===== src/rtl/gpio_dir_pkg.sv =====
package gpio_dir_pkg;
  localparam int unsigned PinsDef  = 6;
  localparam int unsigned BusWDef  = 8;
  localparam int unsigned AddrWDef = 4;

  typedef enum logic [1:0] {
    SEL_NONE,
    SEL_DATA,
    SEL_DIR
  } reg_sel_e;
endpackage


===== src/rtl/gpio_sync.sv =====
module gpio_sync #(
  parameter int unsigned WIDTH  = 6,
  parameter int unsigned STAGES = 2
) (
  input  logic             clk_i,
  input  logic             rst_ni,
  input  logic [WIDTH-1:0] d_i,
  output logic [WIDTH-1:0] q_o
);
  for (genvar b = 0; b < WIDTH; b++) begin : g_bit
    logic [STAGES-1:0] chain_q;
    always_ff @(posedge clk_i or negedge rst_ni) begin
      if (!rst_ni) chain_q <= '0;
      else         chain_q <= {chain_q[STAGES-2:0], d_i[b]};
    end
    assign q_o[b] = chain_q[STAGES-1];
  end
endmodule


===== src/rtl/gpio_pin_mux.sv =====
module gpio_pin_mux #(
  parameter int unsigned PINS = 6
) (
  input  logic            clk_i,
  input  logic            rst_ni,
  input  logic [PINS-1:0] data_i,
  input  logic [PINS-1:0] dir_i,
  input  logic [PINS-1:0] per_sel_i,
  input  logic [PINS-1:0] per_out_i,
  input  logic [PINS-1:0] per_oe_i,
  output logic [PINS-1:0] pin_o,
  output logic [PINS-1:0] pin_oe_o
);
  for (genvar p = 0; p < PINS; p++) begin : g_pin
    assign pin_o[p]    = per_sel_i[p] ? per_out_i[p] : data_i[p];
    assign pin_oe_o[p] = per_sel_i[p] ? per_oe_i[p]  : dir_i[p];

    // peripheral owns the driver
    p_override_r5: assert property (@(posedge clk_i) disable iff (!rst_ni)
      per_sel_i[p] |-> (pin_oe_o[p] == per_oe_i[p] && pin_o[p] == per_out_i[p]));
    // register-driven pin
    p_reg_drive_r2: assert property (@(posedge clk_i) disable iff (!rst_ni)
      !per_sel_i[p] |-> (pin_oe_o[p] == dir_i[p] && pin_o[p] == data_i[p]));
  end
endmodule


===== src/rtl/gpio_regs.sv =====
module gpio_regs
  import gpio_dir_pkg::*;
#(
  parameter int unsigned             PINS      = 6,
  parameter int unsigned             BUS_W     = 8,
  parameter int unsigned             ADDR_W    = 4,
  parameter logic [ADDR_W-1:0]       DATA_ADDR = 'h0,
  parameter logic [ADDR_W-1:0]       DIR_ADDR  = 'h1,
  parameter logic [PINS-1:0]         DATA_INIT = '0
) (
  input  logic              clk_i,
  input  logic              rst_ni,
  input  logic [ADDR_W-1:0] addr_i,
  input  logic              wr_en_i,
  input  logic              rd_en_i,
  input  logic [BUS_W-1:0]  wdata_i,
  input  logic [PINS-1:0]   pin_sync_i,
  output logic [BUS_W-1:0]  rdata_o,
  output logic [PINS-1:0]   data_o,
  output logic [PINS-1:0]   dir_o
);
  reg_sel_e         sel;
  logic [PINS-1:0]  data_q = DATA_INIT;  // no reset by intent
  logic [PINS-1:0]  dir_q;
  logic [BUS_W-1:0] rd_val, rdata_q;
  logic             unused_wdata;

  assign unused_wdata = ^wdata_i[BUS_W-1:PINS];

  always_comb begin
    if (addr_i == DATA_ADDR)     sel = SEL_DATA;
    else if (addr_i == DIR_ADDR) sel = SEL_DIR;
    else                         sel = SEL_NONE;
  end

  always_ff @(posedge clk_i) begin
    if (rst_ni && wr_en_i && sel == SEL_DATA) data_q <= wdata_i[PINS-1:0];
  end

  always_ff @(posedge clk_i or negedge rst_ni) begin
    if (!rst_ni)                             dir_q <= '0;
    else if (wr_en_i && sel == SEL_DIR)      dir_q <= wdata_i[PINS-1:0];
  end

  // data read: latch where output, pin where input
  always_comb begin
    rd_val = '0;
    unique case (sel)
      SEL_DATA: rd_val[PINS-1:0] = (dir_q & data_q) | (~dir_q & pin_sync_i);
      SEL_DIR:  rd_val[PINS-1:0] = dir_q;
      default:  rd_val = '0;
    endcase
  end

  always_ff @(posedge clk_i or negedge rst_ni) begin
    if (!rst_ni)      rdata_q <= '0;
    else if (rd_en_i) rdata_q <= rd_val;
  end

  assign rdata_o = rdata_q;
  assign data_o  = data_q;
  assign dir_o   = dir_q;

  p_reserved_zero_r1: assert property (@(posedge clk_i) disable iff (!rst_ni)
    rdata_o[BUS_W-1:PINS] == '0);
  p_unmapped_r1: assert property (@(posedge clk_i) disable iff (!rst_ni)
    (rd_en_i && sel == SEL_NONE) |=> rdata_o == '0);
  p_dir_clear_r3: assert property (@(posedge clk_i) disable iff (!rst_ni)
    $rose(rst_ni) |-> dir_q == '0);
  p_data_write_r7: assert property (@(posedge clk_i) disable iff (!rst_ni)
    (wr_en_i && sel == SEL_DATA) |=> data_q == $past(wdata_i[PINS-1:0]));
  p_data_hold_r4: assert property (@(posedge clk_i) disable iff (!rst_ni)
    !(wr_en_i && sel == SEL_DATA) |=> $stable(data_q));
  p_dir_write_r8: assert property (@(posedge clk_i) disable iff (!rst_ni)
    (wr_en_i && sel == SEL_DIR) |=> dir_q == $past(wdata_i[PINS-1:0]));
  p_rd_hold_r9: assert property (@(posedge clk_i) disable iff (!rst_ni)
    !rd_en_i |=> $stable(rdata_o));
  p_rd_mix_r6: assert property (@(posedge clk_i) disable iff (!rst_ni)
    (rd_en_i && sel == SEL_DATA) |=>
      rdata_o[PINS-1:0] == (($past(dir_q) & $past(data_q)) | (~$past(dir_q) & $past(pin_sync_i))));
endmodule


===== src/rtl/gpio_dir_port.sv =====
module gpio_dir_port
  import gpio_dir_pkg::*;
#(
  parameter int unsigned       PINS      = PinsDef,
  parameter int unsigned       BUS_W     = BusWDef,
  parameter int unsigned       ADDR_W    = AddrWDef,
  parameter logic [ADDR_W-1:0] DATA_ADDR = 'h0,
  parameter logic [ADDR_W-1:0] DIR_ADDR  = 'h1,
  parameter logic [PINS-1:0]   DATA_INIT = 6'b101101
) (
  input  logic              clk_i,
  input  logic              rst_ni,
  input  logic [ADDR_W-1:0] addr_i,
  input  logic              wr_en_i,
  input  logic              rd_en_i,
  input  logic [BUS_W-1:0]  wdata_i,
  output logic [BUS_W-1:0]  rdata_o,
  input  logic [PINS-1:0]   pin_i,
  output logic [PINS-1:0]   pin_o,
  output logic [PINS-1:0]   pin_oe_o,
  input  logic [PINS-1:0]   per_sel_i,
  input  logic [PINS-1:0]   per_out_i,
  input  logic [PINS-1:0]   per_oe_i
);
  localparam int unsigned SyncStages = 2;

  logic [PINS-1:0] pin_sync, data_lat, dir_bits;

  gpio_sync #(.WIDTH(PINS), .STAGES(SyncStages)) u_sync (
    .clk_i (clk_i),
    .rst_ni(rst_ni),
    .d_i   (pin_i),
    .q_o   (pin_sync)
  );

  gpio_regs #(
    .PINS(PINS), .BUS_W(BUS_W), .ADDR_W(ADDR_W),
    .DATA_ADDR(DATA_ADDR), .DIR_ADDR(DIR_ADDR), .DATA_INIT(DATA_INIT)
  ) u_regs (
    .clk_i     (clk_i),
    .rst_ni    (rst_ni),
    .addr_i    (addr_i),
    .wr_en_i   (wr_en_i),
    .rd_en_i   (rd_en_i),
    .wdata_i   (wdata_i),
    .pin_sync_i(pin_sync),
    .rdata_o   (rdata_o),
    .data_o    (data_lat),
    .dir_o     (dir_bits)
  );

  gpio_pin_mux #(.PINS(PINS)) u_mux (
    .clk_i    (clk_i),
    .rst_ni   (rst_ni),
    .data_i   (data_lat),
    .dir_i    (dir_bits),
    .per_sel_i(per_sel_i),
    .per_out_i(per_out_i),
    .per_oe_i (per_oe_i),
    .pin_o    (pin_o),
    .pin_oe_o (pin_oe_o)
  );
endmodule


===== config.mk =====
export PLATFORM = sky130hd
export DESIGN_NAME = gpio_dir_port
export DESIGN_NICKNAME = d
export VERILOG_FILES = /design/src/rtl/gpio_dir_pkg.sv /design/src/rtl/gpio_sync.sv /design/src/rtl/gpio_pin_mux.sv /design/src/rtl/gpio_regs.sv /design/src/rtl/gpio_dir_port.sv
export SDC_FILE = /design/constraint.sdc
export NUM_CORES = 1
export LEC_CHECK = 0
export ABC_CLOCK_PERIOD_IN_PS = 1200
export BUFFER_PORTS_ARGS = -buffer_cell sky130_fd_sc_hd__buf_4
export CORE_ASPECT_RATIO = 0.7
export CORE_MARGIN = 2
export CORE_UTILIZATION = 45
export DETAILED_ROUTE_END_ITERATION = 8
export GPL_TIMING_DRIVEN = 0
export HOLD_SLACK_MARGIN = 0.12
export PLACE_DENSITY = 0.78
export SLEW_MARGIN = 20
export SYNTH_ARGS = -nofsm -noshare
export SYNTH_HDL_FRONTEND = slang
export SYNTH_HIERARCHICAL = 1
export SYNTH_SLANG_ARGS = --single-unit

===== constraint.sdc =====
create_clock -name clk_i -period 1.2 [get_ports clk_i]
set_clock_uncertainty 0.15 [all_clocks]
set_input_delay 0.18 -clock clk_i [delete_from_list [all_inputs] [get_ports clk_i]]
set_output_delay 0.18 -clock clk_i [all_outputs]
set_load 0.05 [all_outputs]

==> results.py <==
metrics = {
    "outcome": {
        "status": "finished, violations left",
        "violations": "hold timing, setup timing",
    },
    "synthesis": {
        "synth-simple-area-share_pct": 4.395,
        "ys.flop_type": "dfrtp_1",
        "synth_edf_count": 6,
        "synth_top_family_by_area": "multiplexers",
        "synth.area.mux_share_pct": 18.75,
        "synth_top_area_share_pct": 46.88,
        "yosysSeqAreaShare_pct": 60.94,
        "yosys-top-cells-area": "dfrtp_1, edfxtp_1, mux2_4, mux2_2, buf_4",
        "synth-seq-cells": 30,
        "synth.top_cells.by_count": "dfrtp_1, mux2_4, buf_4",
        "synth_cells": 92,
        "synth.distinct_cells": 17,
        "synth_compound_area_share_pct": 8.789,
        "synth_area_leader_cell": "dfrtp_1",
        "yosysWarnings": 6,
        "yosysMostFrequentCell": "dfrtp_1",
        "syn_area_mm2": 0.001281,
        "async_flop_share_pct": 80.00,
        "syn_area_per_cell_um2": 13.93,
        "synth-xor-area-share_pct": 0,
        "synthAdderAreaFrac_pct": 0,
    },
    "floorplanning": {
        "die_y_um": 48.65,
        "initial_utilization_pct": 46.72,
        "io_pins": 60,
        "die_w_um": 67.78,
        "core_area_mm2": 0.002743,
        "num_rows": 16,
        "die_area_mm2": 0.003297,
    },
    "clocking": {
        "cts_hold_buf": 13,
        "cts_tree": "built",
        "root_buffer": "clkbuf_8",
        "path_clk_slew_ps": 60,
        "insertion_delay_ps": 270,
        "cts_buffer_depth": 2,
        "cts-buffers-inserted": 5,
        "cts_num_sinks": 30,
        "h-tree-depth": 2,
    },
    "timing": {
        "fin_crit_ps": 1445,
        "hold_viol": 24,
        "maxSlewViolCount": 0,
        "setup_viol": 12,
        "fin_crit_sh_pct": 120.5,
        "whs_ps": -359.7,
        "rsz0062_at_grt": "true",
        "max_freq_mhz": 691.8,
        "timing.final.ws_setup_ps": -245.4,
    },
    "global_routing": {
        "grt_max_degree": 26,
        "grt_overflow_total": 0,
        "grt_pass1_wl_mm": 4.705,
        "grt_pass1_vias": 1089,
        "grt_usage_pct": 19.80,
        "antenna_found_initial": 0,
    },
    "drt": {
        "drtAntennaViolNets": 0,
        "wl_met3_um": 263,
        "drc_errors": 0,
        "highest_layer": "met4",
        "drt-total-wl_mm": 3.022,
        "first_iter_violations": 76,
        "via_per_inst": 4.838,
        "wirelength_met1_mm": 1.187,
        "routed-via-count": 1045,
        "drt-wirelength-per-cell_um": 13.99,
        "wl_met2_mm": 1.522,
        "firstDrtPassIters": 4,
    },
    "setup_path": {
        "crit_path_end_kind": "output port",
        "crit_required_ps": 870,
        "crit_path_max_fanout": 2,
        "worstPathArrival_ps": 1120,
        "worst_setup_path_start_kind": "flip-flop",
        "reg2reg_depth": 4,
        "crit_type": "reg2out",
    },
    "cells_and_area": {
        "antennaDiodeCount": 0,
        "area_growth_pct": 66.50,
        "final_layout_size_suffix_gt1_share_pct": 59.44,
        "fillers": 165,
        "fin_nets": 219,
    },
    "run": {
        "max_cap_viol_count": 0,
    },
    "place": {
        "gp_congestion": 0.7183,
        "port_buffers": 55,
    },
    "min_path": {
        "hp-class": "in2async",
    },
    "power": {
        "p_per_area_mw_per_mm2": 1321,
        "leakage_nw": 1.025,
        "fin_total_pwr_w": 0.002818,
        "peakVddDrop_v": 0.0009834,
    },
}
-- routing by layer --
| layer | up-vias | track usage (%) |
|---|---|---|
| li1 | 486 | - |
| met1 | 500 | 21.48 |
| met2 | 52 | 34.80 |
| met3 | 7 | 5.814 |
| met4 | 0 | 9.333 |
| met5 | - | 0 |
-- flip-flops by register name, indices dropped and copies added (netlist names) --
name                  flops
u_regs/data_o             6
u_regs/dir_o              6
u_regs/rdata_o            6
u_sync/g_bit.chain_q     12
-- cell usage in the layout, fill, tap and decap left out --
cell type,instances
nor3_2,1
nand3_2,1
a21oi_2,3
and4b_2,1
buf_6,17
conb_1,2
clkbuf_8,6
o21a_1,6
mux2_2,6
o22ai_1,6
dlygate4sd3_1,13
mux2_4,12
buf_4,57
a21oi_1,3
buf_2,1
edfxtp_1,6
clkinv_2,1
dfrtp_1,24
nor2_1,6
clkbuf_1,1
inv_1,6
nand2_2,1
-- per-stage QoR --
stage | std cells | setup slack (ps) | utilization (%) | TNS, ps | instance area [um2]
global route | 216 | -282.9 | 77.78 | -3138 | 2133
detailed placement | 184 | -220.8 | 63.59 | -2375 | 1744
finish | 216 | -245.4 | 77.78 | -2710 | 2133
CTS | 215 | -269.6 | 76.60 | -2844 | 2101
floorplan | 93 | 16.06 | - | 0 | 1286
global placement | 184 | -195.2 | 63.59 | -2091 | 1744
-- power breakdown --
group	switching (W)	internal (W)	total, W
clock network	0.000358	0.000461	0.000819
logic	0.000404	0.000433	0.000837
registers	0.0000422	0.00112	0.00116
total	0.000804	0.00201	0.00282
-- layout make-up --
| type | count | area [um2] | area share (%) |
|---|---|---|---|
| sequential | 30 | 780.7 | 36.60 |
| timing repair buffer | 79 | 689.4 | 32.32 |
| multi-input combinational | 48 | 439.2 | 20.59 |
| clock buffer | 7 | 86.33 | 4.047 |
| buffer | 9 | 65.06 | 3.050 |
| tap | 36 | 45.04 | 2.111 |
| inverter | 6 | 22.52 | 1.056 |
| clock inverter | 1 | 5.005 | 0.2346 |
-- worst max-delay path, stage by stage (launching register included) --
cell and delay, ps:
edfxtp_1 400, mux2_4 290, buf_6 150
-- path summary, 6_finish.rpt --
| check | startpoint | slack [ps] | to |
|---|---|---|---|
| max | u_regs/data_o[2]$_DFFE_PP_ | -250 | pin_o[2] |
| min | rst_ni | -360 | u_regs/dir_o[5]$_DFFE_PN0P_ |
| max reg2reg | u_regs/data_o[3]$_DFFE_PP_ | 10 | u_regs/rdata_o[3]$_DFFE_PN0P_ |
| min reg2reg | u_sync/g_bit[5].chain_q[0]$_DFF_PN0_ | 200 | u_sync/g_bit[5].chain_q[1]$_DFF_PN0_ |
| max in group asynchronous | rst_ni | 1020 | u_sync/g_bit[3].chain_q[0]$_DFF_PN0_ |
| min in group clk_i | addr_i[1] | 130 | u_regs/rdata_o[5]$_DFFE_PN0P_ |
-- timing repair --
item | CTS | global route
gates resized for setup | 16 | 7
endpoints found under the setup margin | 14 | 21
pin swaps | 0 | 4
endpoints found under the hold margin | 48 | 24
buffers inserted | 10 | 5
-- kinds of logic (layout without fill, tap and decap cells) --
group / Yosys count / in the layout
AOI/OAI and AO/OA: 18 / 18
buffers and inverters: 15 / 102
DFF: 30 / 30
muxes: 18 / 18
other: 1 / 2
and+or+nand+nor: 10 / 10
No activity file was read; power rests on OpenSTA's default activity.
